--- src/rtl/kb_pkg.sv ---
package kb_pkg;
  // Phase of the emit/replace loop; exactly one stream is open per phase.
  typedef enum logic [1:0] {
    ST_IDLE = 2'd0,
    ST_EMIT = 2'd1,
    ST_REQ  = 2'd2,
    ST_WAIT = 2'd3
  } kb_state_e;
endpackage

--- src/rtl/kb_slot_bank.sv ---
module kb_slot_bank #(
  parameter int N  = 8,
  parameter int DW = 12,
  parameter int IW = 3
) (
  input  logic            clk,
  input  logic            rst_n,
  input  logic            load_en,
  input  logic [N*DW-1:0] load_dist,
  input  logic [N*IW-1:0] load_pidx,
  input  logic            ins_en,
  input  logic [DW-1:0]   ins_dist,
  input  logic [IW-1:0]   ins_pidx,
  output logic [DW-1:0]   head_dist,
  output logic [IW-1:0]   head_pidx
);
  localparam logic [DW-1:0] DMAX = {DW{1'b1}};

  logic [DW-1:0] d_q [N];
  logic [IW-1:0] p_q [N];
  logic [DW-1:0] d_nx [N];
  logic [IW-1:0] p_nx [N];
  // gt[j]: the entry that will sit in slot j after the head leaves is
  // strictly larger than the incoming value. Slot N-1 has no such entry.
  logic [N-1:0]  gt;
  logic [N-1:0]  le_prev;

  genvar j;
  generate
    for (j = 0; j < N; j++) begin : g_cmp
      if (j < N-1) begin : g_real
        assign gt[j] = d_q[j+1] > ins_dist;
      end else begin : g_virt
        assign gt[j] = 1'b1;
      end
      if (j == 0) begin : g_first
        assign le_prev[j] = 1'b1;
      end else begin : g_rest
        assign le_prev[j] = !gt[j-1];
      end
    end

    // Each slot: take the right neighbour (head removal shifts left),
    // take the new value, or keep its own content.
    for (j = 0; j < N; j++) begin : g_slot
      if (j < N-1) begin : g_mid
        always_comb begin
          if (!gt[j]) begin
            d_nx[j] = d_q[j+1];
            p_nx[j] = p_q[j+1];
          end else if (le_prev[j]) begin
            d_nx[j] = ins_dist;
            p_nx[j] = ins_pidx;
          end else begin
            d_nx[j] = d_q[j];
            p_nx[j] = p_q[j];
          end
        end
      end else begin : g_tail
        always_comb begin
          if (le_prev[j]) begin
            d_nx[j] = ins_dist;
            p_nx[j] = ins_pidx;
          end else begin
            d_nx[j] = d_q[j];
            p_nx[j] = p_q[j];
          end
        end
      end

      always_ff @(posedge clk or negedge rst_n) begin
        if (!rst_n) begin
          d_q[j] <= DMAX;
          p_q[j] <= '0;
        end else if (load_en) begin
          d_q[j] <= load_dist[j*DW +: DW];
          p_q[j] <= load_pidx[j*IW +: IW];
        end else if (ins_en) begin
          d_q[j] <= d_nx[j];
          p_q[j] <= p_nx[j];
        end
      end
    end
  endgenerate

  assign head_dist = d_q[0];
  assign head_pidx = p_q[0];

  // Ordering of the offered load, checked at acceptance.
  logic load_sorted;
  always_comb begin
    load_sorted = 1'b1;
    for (int s = 0; s < N-1; s++) begin
      if (load_dist[s*DW +: DW] > load_dist[(s+1)*DW +: DW]) load_sorted = 1'b0;
    end
  end

  a_r2_load_ascending: assert property (@(posedge clk) disable iff (!rst_n)
    load_en |-> load_sorted);

  generate
    for (j = 0; j < N-1; j++) begin : g_ord
      a_r5_bank_ordered: assert property (@(posedge clk) disable iff (!rst_n)
        d_q[j] <= d_q[j+1]);
    end
  endgenerate

  a_r6_exhausted_tail: assert property (@(posedge clk) disable iff (!rst_n)
    (ins_en && !load_en && ins_dist == DMAX) |=>
      (d_q[N-1] == DMAX && p_q[N-1] == $past(ins_pidx)));
endmodule

--- src/rtl/kb_step_ctrl.sv ---
module kb_step_ctrl
  import kb_pkg::*;
#(
  parameter int K = 10
) (
  input  logic clk,
  input  logic rst_n,
  input  logic ld_valid,
  output logic ld_ready,
  output logic cand_valid,
  input  logic cand_ready,
  output logic req_valid,
  input  logic req_ready,
  input  logic rsp_valid,
  output logic rsp_ready,
  output logic load_en,
  output logic ins_en,
  output logic done
);
  localparam int CW = (K > 2) ? $clog2(K) : 1;
  localparam logic [CW-1:0] LAST = CW'(K-1);

  kb_state_e st_q;
  logic [CW-1:0] cnt_q;
  logic take, req_go, last_out;

  assign ld_ready   = (st_q == ST_IDLE);
  assign cand_valid = (st_q == ST_EMIT);
  assign req_valid  = (st_q == ST_REQ);
  assign rsp_ready  = (st_q == ST_WAIT);
  assign load_en    = ld_valid && ld_ready;
  assign take       = cand_valid && cand_ready;
  assign req_go     = req_valid && req_ready;
  assign ins_en     = rsp_valid && rsp_ready;
  assign last_out   = (cnt_q == LAST);

  always_ff @(posedge clk or negedge rst_n) begin
    if (!rst_n) begin
      st_q  <= ST_IDLE;
      cnt_q <= '0;
      done  <= 1'b0;
    end else begin
      done <= take && last_out;
      unique case (st_q)
        ST_IDLE: if (load_en) begin
          st_q  <= ST_EMIT;
          cnt_q <= '0;
        end
        ST_EMIT: if (take) begin
          if (last_out) st_q <= ST_IDLE;
          else begin
            st_q  <= ST_REQ;
            cnt_q <= cnt_q + 1'b1;
          end
        end
        ST_REQ:  if (req_go) st_q <= ST_WAIT;
        ST_WAIT: if (ins_en) st_q <= ST_EMIT;
        default: st_q <= ST_IDLE;
      endcase
    end
  end

  a_r4_single_phase: assert property (@(posedge clk) disable iff (!rst_n)
    $onehot({ld_ready, cand_valid, req_valid, rsp_ready}));
  a_r4_req_after_take: assert property (@(posedge clk) disable iff (!rst_n)
    $rose(req_valid) |-> $past(take));
  a_r7_done_one_cycle: assert property (@(posedge clk) disable iff (!rst_n)
    done |=> !done);
  a_r7_done_ready: assert property (@(posedge clk) disable iff (!rst_n)
    done |-> ld_ready);
  a_r9_count_bound: assert property (@(posedge clk) disable iff (!rst_n)
    cnt_q <= LAST);
  a_r9_no_req_after_last: assert property (@(posedge clk) disable iff (!rst_n)
    done |-> !req_valid);
endmodule

--- src/rtl/kb_select_top.sv ---
module kb_select_top #(
  parameter int NPAR = 8,
  parameter int DW   = 12,
  parameter int K    = 10,
  parameter int IW   = (NPAR > 1) ? $clog2(NPAR) : 1
) (
  input  logic               clk,
  input  logic               rst_n,
  input  logic               ld_valid,
  output logic               ld_ready,
  input  logic [NPAR*DW-1:0] ld_dist,
  input  logic [NPAR*IW-1:0] ld_pidx,
  output logic               cand_valid,
  input  logic               cand_ready,
  output logic [DW-1:0]      cand_dist,
  output logic [IW-1:0]      cand_pidx,
  output logic               req_valid,
  input  logic               req_ready,
  output logic [IW-1:0]      req_pidx,
  input  logic               rsp_valid,
  output logic               rsp_ready,
  input  logic [DW-1:0]      rsp_dist,
  input  logic               rsp_none,
  output logic               done
);
  localparam logic [DW-1:0] DMAX = {DW{1'b1}};

  logic          load_en, ins_en;
  logic [DW-1:0] head_dist, repl_dist;
  logic [IW-1:0] head_pidx;

  // A parent with no remaining sibling gets the largest distance.
  assign repl_dist = rsp_none ? DMAX : rsp_dist;

  kb_step_ctrl #(.K(K)) u_ctrl (
    .clk        (clk),
    .rst_n      (rst_n),
    .ld_valid   (ld_valid),
    .ld_ready   (ld_ready),
    .cand_valid (cand_valid),
    .cand_ready (cand_ready),
    .req_valid  (req_valid),
    .req_ready  (req_ready),
    .rsp_valid  (rsp_valid),
    .rsp_ready  (rsp_ready),
    .load_en    (load_en),
    .ins_en     (ins_en),
    .done       (done)
  );

  kb_slot_bank #(.N(NPAR), .DW(DW), .IW(IW)) u_bank (
    .clk       (clk),
    .rst_n     (rst_n),
    .load_en   (load_en),
    .load_dist (ld_dist),
    .load_pidx (ld_pidx),
    .ins_en    (ins_en),
    .ins_dist  (repl_dist),
    .ins_pidx  (head_pidx),
    .head_dist (head_dist),
    .head_pidx (head_pidx)
  );

  // The head stays put until the response is inserted, so it names
  // the parent both for the candidate and for its sibling request.
  assign cand_dist = head_dist;
  assign cand_pidx = head_pidx;
  assign req_pidx  = head_pidx;

  a_r8_cand_hold: assert property (@(posedge clk) disable iff (!rst_n)
    (cand_valid && !cand_ready) |=>
      (cand_valid && $stable(cand_dist) && $stable(cand_pidx)));
  a_r8_req_hold: assert property (@(posedge clk) disable iff (!rst_n)
    (req_valid && !req_ready) |=> (req_valid && $stable(req_pidx)));
  a_r10_busy_blocks_load: assert property (@(posedge clk) disable iff (!rst_n)
    (cand_valid || req_valid || rsp_ready) |-> !ld_ready);
endmodule

--- config.mk ---
export PLATFORM = sky130hd
export DESIGN_NAME = kb_select_top
export DESIGN_NICKNAME = d
export VERILOG_FILES = /design/src/rtl/kb_pkg.sv /design/src/rtl/kb_slot_bank.sv /design/src/rtl/kb_step_ctrl.sv /design/src/rtl/kb_select_top.sv
export SDC_FILE = /design/constraint.sdc
export NUM_CORES = 1
export LEC_CHECK = 0
export ABC_AREA = 1
export ABC_CLOCK_PERIOD_IN_PS = 2800
export BUFFER_PORTS_ARGS = -buffer_cell sky130_fd_sc_hd__buf_2
export CAP_MARGIN = 20
export CELL_PAD_IN_SITES_DETAIL_PLACEMENT = 1
export CELL_PAD_IN_SITES_GLOBAL_PLACEMENT = 1
export CORE_ASPECT_RATIO = 1.25
export CORE_MARGIN = 2
export CORE_UTILIZATION = 42
export DETAILED_ROUTE_END_ITERATION = 6
export PLACE_DENSITY = 0.83
export SYNTH_ARGS = -nofsm -noshare
export SYNTH_HDL_FRONTEND = slang
export SYNTH_SLANG_ARGS = --single-unit
--- constraint.sdc ---
create_clock -name clk -period 2.8 [get_ports clk]
set_input_delay 0.14 -clock clk [delete_from_list [all_inputs] [get_ports clk]]
set_output_delay 0.14 -clock clk [all_outputs]
set_load 0.1 [all_outputs]
==> flow_summary.toml, run 1 <==
[run_status]
status = "finished clean"

[logic_synthesis]
ys_ff_latch = 127
synthDistinctLibCells = 33
synthCells = 1465
synth-warning-count = 0
avgSynthCellArea_sq_um = 7.09
ys_seq_area_frac = 0.317
synth.net_count = 1681
syn_area_sq_mm = 0.0104

[pwr]
p_per_area_mw_per_mm2 = 1170
total_leakage_power_nw = 6.27
total_power_w = 0.0143
vdd_drop_max_mv = 0.801

[global_route]
antenna_found_initial = 0
grt_max_degree = 153
gr-usage-all-layers = 0.312
grt.overflow.total = 0
grt_pass1_vias = 11900
grt_pass1_wl_mm = 63.2

[timing]
fin_hold_ws_ps = 9.84
tightest_slew_ps = 768
min_period_ps = 2460
rsz0062_at_grt = "no"
drv_slew = 0
setup_tns_ps = 0
slew-limit-headroom = 0.488
clock.fmax_mhz = 407
hold_viol = 0
fin_crit_sh = 0.877
clock_skew_ps = 7.57
finalSetupViolations = 0

[floorplanning]
io_pins = 162
die_w_um = 145
fp-row-count = 64
dieArea_sq_mm = 0.0260
core_area_sq_mm = 0.0244
start_util = 0.426
die_y_um = 180

[clocking]
cts_max_path_buffers = 2
cts_made_buffers = 17
h-tree-depth = 4
post_cts_resized = 0
root_buffer = "clkbuf_16"
clk_latency_ps = 440
clkTransAtPathRegs_ps = 60
cts_tree = "done"
clock-sinks = 127

[layout]
layout.nets = 1816
final_cell_mix = "nand2_1 (389), nand3_1 (317), buf_2 (160)"
finalInstanceArea_sq_mm = 0.0122
area_delta_synth_final_pct = 17.2
n_antenna_cell = 0
fin_util = 0.499
layout_commonest_cell = "nand2_1"
nFillCells = 3236
layout-drive-gt1-share = 0.301

[worst_setup_path]
cp.depth = 9
critical_path_required_ps = 3180
path_delay_family = "simple AND/OR/NAND/NOR gates"
crit_chain = "inv_1, ha_1, nand2_4, nand2_2, nand2_1, buf_4, nand2_4, nand3_1, nand2_1"
cp_slowest_stage_delay_ps = 430
cp-end-kind = "register"
critPathKind = "reg -> reg"
start_kind = "register"
cp_max_fo = 18
ff2ff_path_depth = 9
critPathSlowestCell = "nand2_2"
arrival_ps = 2830
crit_buf_inv = 2

[drt]
wirelength_mm = 39.9
final_antenna_net_count = 0
dr.pass1.iters = 7
vias = 11200
drc = 0
wl_per_cell_um = 20.5
drt_iter0_markers = 717
viasPerCell = 5.75

[place]
gp_congestion = 0.897
dp_hpwl_mm = 29.3
dpl-instance-area_sq_mm = 0.0115
portBuffers = 161

[hold_path]
hold_depth = 5
hold_path_class = "in -> reg"

[flow_run]
max_cap_viol_count = 0
[kinds of logic (layout without fill, tap and decap cells)]
| family | count (synthesis) | count (layout) | synth area share |
|---|---|---|---|
| and+or+nand+nor | 975 | 975 | 0.450 |
| buffers and inverters | 181 | 329 | 0.0815 |
| adders and majority gates | 77 | 77 | 0.0927 |
| AOI/OAI and AO/OA | 104 | 104 | 0.0575 |
| xor gates and xnor gates | 1 | 1 | 0.000843 |
| DFF | 127 | 127 | 0.317 |
[power by group]
part	internal (W)	switching, W	total [W]
registers	0.00322	0.000966	0.00418
logic	0.00245	0.00522	0.00767
clock network	0.00150	0.000945	0.00245
total	0.00716	0.00713	0.0143
[worst min-delay path: stages]
cell     delay (ps)
buf_2            80
nand2_1          40
o21ai_0          60
nand2_1          50
nand2_1          40
[registers in the layout, indices dropped and copies added (netlist names)]
| register | cells |
|---|---|
| u_bank.head_dist | 12 |
| u_ctrl.cnt_q | 4 |
| u_ctrl.st_q | 2 |
| u_bank.head_pidx | 3 |
| u_ctrl.done | 1 |
| u_bank.d_q | 84 |
| u_bank.p_q | 21 |
[routing by layer]
layer | track usage | vias to the layer above | wire length (um)
li1 | - | 5183 | -
met1 | 0.396 | 5451 | 16800
met2 | 0.521 | 421 | 19200
met3 | 0.0434 | 112 | 2160
met4 | 0.144 | 0 | 1830
met5 | 0 | - | 0
[worst paths after layout]
kind	end	startpoint	slack, ps
max in group asynchronous	u_bank.d_q[80]$_DFFE_PN1P_	rst_n	1650
hold reg to reg	u_bank.head_dist[7]$_DFFE_PN1P_	u_bank.head_dist[7]$_DFFE_PN1P_	470
setup reg to reg	u_bank.d_q[16]$_DFFE_PN1P_	u_ctrl.st_q[1]$_DFFE_PN0P_	340
setup / recovery	u_bank.d_q[16]$_DFFE_PN1P_	u_ctrl.st_q[1]$_DFFE_PN0P_	340
min in group asynchronous	u_ctrl.done$_DFF_PN0_	rst_n	300
hold / removal	u_bank.p_q[2]$_DFFE_PN0P_	ld_pidx[23]	10
[Yosys cell counts]
library cell	number	area share
buf_2	29	0.014
or2_2	92	0.055
xor2_1	1	0.00084
o21ai_0	41	0.020
o21bai_1	20	0.014
dfrtp_1	31	0.075
nand3_4	1	0.0017
nand2_2	14	0.0084
nand2_4	3	0.0033
nand3b_1	3	0.0022
o211ai_1	1	0.00072
a21oi_1	29	0.014
a221oi_1	1	0.00084
o21a_1	5	0.0036
inv_1	74	0.027
nand2_1	390	0.14
buf_1	6	0.0022
nand3_1	317	0.15
dfstp_2	96	0.24
o22ai_1	3	0.0018
nand4_1	61	0.037
nand4_2	5	0.0060
inv_2	2	0.00072
nor2_1	67	0.024
o21ai_1	2	0.00096
nor3_1	2	0.00096
nand3_2	16	0.015
buf_6	5	0.0054
nor2_2	4	0.0024
buf_4	25	0.018
ha_1	77	0.093
clkbuf_1	40	0.014
o31ai_1	2	0.0014
[cell type report]
| class | count | area, sq um | area share |
|---|---|---|---|
| multi-input cells | 1157 | 6260 | 0.514 |
| flip-flops and latches | 127 | 3300 | 0.271 |
| repair buffers | 221 | 1290 | 0.106 |
| clock buffers | 17 | 425 | 0.0349 |
| well taps | 330 | 413 | 0.0339 |
| inverters | 76 | 285 | 0.0234 |
| clock inverters | 15 | 210 | 0.0173 |
[through the flow]
step / instances / worst slack [ps]
final: 1943 / 344
after global routing: 1943 / 187
after CTS: 1943 / 365
after detailed placement: 1909 / 142
after global placement: 1909 / 258
after floorplan: 1465 / 258
[repair_timing]
action	4_1_cts	5_1_grt
endpoints found under the hold margin	17	0
setup buffers	0	0
hold buffers	2	0
No activity file was read; power rests on OpenSTA's default activity.
==> inputs of run 2 (changes only) <==
--- a/config.mk
+++ b/config.mk
@@ -12,9 +12,10 @@
 export CELL_PAD_IN_SITES_DETAIL_PLACEMENT = 1
 export CELL_PAD_IN_SITES_GLOBAL_PLACEMENT = 1
 export CORE_ASPECT_RATIO = 1.25
-export CORE_MARGIN = 2
+export CORE_MARGIN = 8
 export CORE_UTILIZATION = 42
 export DETAILED_ROUTE_END_ITERATION = 6
+export GPL_TIMING_DRIVEN = 0
 export PLACE_DENSITY = 0.83
 export SYNTH_ARGS = -nofsm -noshare
 export SYNTH_HDL_FRONTEND = slang
==> run 2 against run 1 <==
Sequential power down 1%; clock skew up 2.4 ps; count of clock-buffer cells in the layout up 5; clock power down 9.4%; combinational power up 5.3%; hold slack worse by 4.0 ps; power up 0.92%; cell count up 2.8%; sequential share of layout area down 0.39 points; critical path depth up 5; global-route usage down 1.4 points; critical path type is now in -> reg.
==> flow_summary.toml, run 2 (synthesis gave the netlist of run 1 again) <==
[run_status]
status = "finished clean"

[drt]
wl_per_cell_um = 22.1
vias = 11500
drt_iter0_markers = 730
final_antenna_net_count = 0
dr.pass1.iters = 5
wirelength_mm = 44.1
viasPerCell = 5.75
drc = 0

[timing]
finalSetupViolations = 0
min_period_ps = 2720
clock.fmax_mhz = 368
drv_slew = 0
slew-limit-headroom = 0.315
hold_viol = 0
fin_crit_sh = 0.970
tightest_slew_ps = 1030
clock_skew_ps = 9.95
rsz0062_at_grt = "yes"
fin_ws_ps = 84.9

[layout]
layout_commonest_cell = "nand2_1"
nFillCells = 3257
layout-drive-gt1-share = 0.303
final_cell_mix = "nand2_1 (390), nand3_1 (317), buf_2 (188)"
regMostFlops = "u_bank.d_q"
multi_input_area_sq_mm = 0.00629
seqCellArea_sq_mm = 0.00330
layout.nets = 1869
fin_util = 0.506
area_delta_synth_final_pct = 18.9
largest_register_ffs = 84

[worst_setup_path]
critPathKind = "in -> reg"
cp-end-kind = "register"
cp_max_fo = 13
critical_path_required_ps = 3180
cp_slowest_stage_delay_ps = 860
crit_top_cell = "nand2_1"
start_kind = "input port"
regToRegSetupSlack_ps = 130
arrival_ps = 3100
critPathSlowestCell = "nor2_2"
crit_chain = "clkbuf_4, nor2_2, ha_1, nand2_1, nand3b_1, nor2_1, a21oi_1, nand2_1, nand3_1, nand2_1, nand2_2, buf_4, nand3_1, nand2_1"

[pwr]
p_per_area_mw_per_mm2 = 1170
vdd_drop_max_mv = 0.783
total_leakage_power_nw = 6.32
total_power_w = 0.0144

[global_route]
gr-usage-all-layers = 0.298
grt_pass1_vias = 12200
grt_pass1_wl_mm = 68.0
antenna_found_initial = 0
grt_max_degree = 72
grt.overflow.total = 0

[clocking]
clk_latency_ps = 440
cts_tree = "done"
cts_max_path_buffers = 2
root_buffer = "clkbuf_16"
cts_made_buffers = 17
clkTransAtPathRegs_ps = 70
h-tree-depth = 4
post_cts_buffers = 0
clock-sinks = 127

[floorplanning]
die_y_um = 192
io_pins = 162
start_util = 0.426
dieArea_sq_mm = 0.0301
die_w_um = 157
core_area_sq_mm = 0.0244
fp-row-count = 64

[flow_run]
max_cap_viol_count = 0

[hold_path]
hold_path_class = "in -> reg"

[place]
portBuffers = 161
place_ws_ps = -706
dp_hpwl_mm = 34.0
gp_congestion = 0.965
[run 2: worst paths after layout]
path                                              endpoint  depth (start not counted)                             from
min reg2reg                u_bank.head_dist[5]$_DFFE_PN1P_                          2  u_bank.head_dist[5]$_DFFE_PN1P_
max in group asynchronous       u_bank.d_q[78]$_DFFE_PN1P_                          3                            rst_n
max                             u_bank.d_q[76]$_DFFE_PN1P_                         14                         rsp_none
min                             u_bank.d_q[11]$_DFFE_PN1P_                          5                      ld_dist[95]
max reg2reg                     u_bank.d_q[59]$_DFFE_PN1P_                          8       u_ctrl.st_q[0]$_DFFE_PN0P_
min in group asynchronous      u_ctrl.cnt_q[0]$_DFFE_PN0P_                          2                            rst_n
[run 2: area by class of cell]
type,instances,share of cell area
diodes,1,0.000203
plain buffers,103,0.0454
clock buffers,22,0.0384
clock inverters,10,0.00719
inverters,76,0.0231
multi-input cells,1157,0.509
flip-flops and latches,127,0.267
well taps,330,0.0334
repair buffers,171,0.0761
[run 2: through the flow]
step	setup TNS (ps)	cell area, sq um	cells	hold slack [ps]
floorplan	0	10400	1465	-156
global placement	-95790	11600	1956	389
detailed placement	-59970	11700	1963	147
CTS	0	12300	1997	4.13
global route	-7.08	12400	1996	26.4
finish	0	12400	1997	5.86
[run 2: per-layer routing]
layer	up-vias	track usage	wire (um)
li1	5296	-	-
met1	5576	0.348	17100
met2	471	0.505	21400
met3	133	0.0603	3430
met4	0	0.160	2180
met5	-	0	0
[run 2: worst max-delay path: cells and delay by family]
kind                     cells  cell delay, ps
adder cells (fa/ha/maj)      1             410
buffers and inverters        2             450
AND/OR/NAND/NOR             10            1920
AO/OA/AOI/OAI                1             130
[run 2: power breakdown]
part | total (W) | internal, W | switching, W
combinational | 0.00808 | 0.00265 | 0.00543
clock | 0.00222 | 0.00129 | 0.000932
sequential | 0.00413 | 0.00322 | 0.000912
[run 2: timing repair]
item                                    in CTS  in global routing
resized for setup                            4                 11
cloned                                       0                  0
endpoints found under the hold margin       19                  0
hold buffers                                 3                  0
endpoints found under the setup margin      98                 92
==> inputs of run 3 (changes only) <==
--- a/config.mk
+++ b/config.mk
@@ -17,6 +17,7 @@
 export DETAILED_ROUTE_END_ITERATION = 6
 export GPL_TIMING_DRIVEN = 0
 export PLACE_DENSITY = 0.83
+export SETUP_SLACK_MARGIN = 0.15
 export SYNTH_ARGS = -nofsm -noshare
 export SYNTH_HDL_FRONTEND = slang
 export SYNTH_SLANG_ARGS = --single-unit
==> run 3 against run 2 <==
The run now ends with hold timing left; maximum frequency grew 4.6%; non-clock buffer count is the same; largest cell class unchanged; combinational power is essentially flat; wire length grew 0.39%; count of clock-buffer cells in the layout is the same; flip-flop and latch count is the same.
==> flow_summary.toml, run 3 (synthesis gave the netlist of run 1 again) <==
[run_status]
status = "complete, but fails checks"
violations = "hold timing"

[layout]
layout.nets = 1869
fin_cells = 1997
final_cell_mix = "nand2_1 (390), nand3_1 (317), buf_2 (189)"
layout-drive-gt1-share = 0.312
nFillCells = 3261
area_delta_synth_final_pct = 19.2
largest_register_ffs = 84
layout_commonest_cell = "nand2_1"
fin_util = 0.507
regMostFlops = "u_bank.d_q"

[global_route]
grt_pass1_vias = 12200
gr-usage-all-layers = 0.298
grt_max_degree = 72
grt.overflow.total = 0
antenna_found_initial = 0
grt_pass1_wl_mm = 68.0

[pwr]
p_per_area_mw_per_mm2 = 1170
vdd_drop_max_mv = 0.783
total_power_w = 0.0145
total_leakage_power_nw = 6.36

[clocking]
clk_latency_ps = 450
clock-sinks = 127
post_cts_buffers = 0
cts_made_buffers = 17
h-tree-depth = 4
cts_tree = "done"
clkTransAtPathRegs_ps = 70
root_buffer = "clkbuf_16"
cts_max_path_buffers = 2

[hold_path]
hold_path_class = "in -> reg"

[floorplanning]
core_area_sq_mm = 0.0244
io_pins = 162
dieArea_sq_mm = 0.0301
fp-row-count = 64
die_w_um = 157
start_util = 0.426
die_y_um = 192

[drt]
final_antenna_net_count = 0
viasPerCell = 5.75
drt_iter0_markers = 711
vias = 11500
drc = 0
dr.pass1.iters = 5
wirelength_mm = 44.2
wl_per_cell_um = 22.1

[worst_setup_path]
critPathKind = "reg -> reg"
crit_top_cell = "nand2_1"
path_delay_family = "simple AND/OR/NAND/NOR gates"
cp_slowest_stage_delay_ps = 470
critical_path_required_ps = 3190
critPathSlowestCell = "nand2_2"
crit_chain = "inv_1, ha_1, nand2_1, nand2_2, nand2_1, nand2_2, buf_4, nand3_1, nand2_1"
crit_buf_inv = 2
cp_max_fo = 10
start_kind = "register"
arrival_ps = 2990
cp-end-kind = "register"

[place]
dp_hpwl_mm = 34.0
dp.cells = 1963
gp_congestion = 0.965
portBuffers = 161

[timing]
rsz0062_at_grt = "yes"
drv_slew = 0
finalSetupViolations = 0
fin_hold_ws_ps = -2.87
clock_skew_ps = 10.9
hold_viol = 1
tightest_slew_ps = 695
min_period_ps = 2590
fin_crit_sh = 0.927
slew-limit-headroom = 0.537
clock.fmax_mhz = 385

[flow_run]
max_cap_viol_count = 0
run 3: per-layer routing:
layer	global-route usage	wire, um	up-vias
met4	0.160	2180	0
met2	0.506	21400	484
met3	0.0603	3420	131
met1	0.348	17300	5574
li1	-	-	5294
met5	0	0	-
run 3: repair_timing:
action,4_1_cts,5_1_grt
pin swaps,0,1
gates cloned,0,0
hold buffers,3,0
gates resized for setup,9,35
endpoints found under the setup margin,117,99
hold endpoints to repair,19,0
run 3: final timing paths:
kind,from,slack [ps],cells after the start,endpoint
setup / recovery,u_ctrl.st_q[1]$_DFFE_PN0P_,210,9,u_bank.d_q[76]$_DFFE_PN1P_
hold / removal,ld_dist[95],-3,5,u_bank.d_q[11]$_DFFE_PN1P_
setup reg to reg,u_ctrl.st_q[1]$_DFFE_PN0P_,210,9,u_bank.d_q[76]$_DFFE_PN1P_
hold reg to reg,u_bank.head_dist[5]$_DFFE_PN1P_,470,2,u_bank.head_dist[5]$_DFFE_PN1P_
max in group asynchronous,rst_n,1750,3,u_bank.d_q[78]$_DFFE_PN1P_
min in group asynchronous,rst_n,230,2,u_ctrl.cnt_q[0]$_DFFE_PN0P_
run 3: where the power goes:
part           switching [W]  leakage, nW  total [W]  internal [W]
Combinational        0.00544         4.68    0.00811       0.00267
Clock               0.000941        0.280    0.00223       0.00129
Sequential          0.000913         1.40    0.00413       0.00322
run 3: layout make-up:
| cell class | instances | area [sq um] | share of cell area |
|---|---|---|---|
| well taps | 330 | 413 | 0.0333 |
| plain buffers | 103 | 578 | 0.0467 |
| flip-flops and latches | 127 | 3300 | 0.266 |
| inverters | 76 | 285 | 0.0230 |
| clock inverters | 10 | 88.8 | 0.00717 |
| multi-input cells | 1157 | 6310 | 0.509 |
| clock buffers | 22 | 474 | 0.0383 |
| diodes | 1 | 2.50 | 0.000202 |
| repair buffers | 171 | 940 | 0.0758 |
run 3: stage by stage:
stage               setup slack (ps)  TNS [ps]  cell area [sq um]
floorplan                        258         0              10400
global placement                -888    -95790              11600
detailed placement              -706    -59970              11700
CTS                              158         0              12300
global route                    77.9         0              12400
finish                           205         0              12400
run 3: worst min-delay path, delay by kind of cell:
family	cells	cell delay (ps)
buffers and inverters	1	70
AND/OR/NAND/NOR	3	140
AO/OA/AOI/OAI	1	60
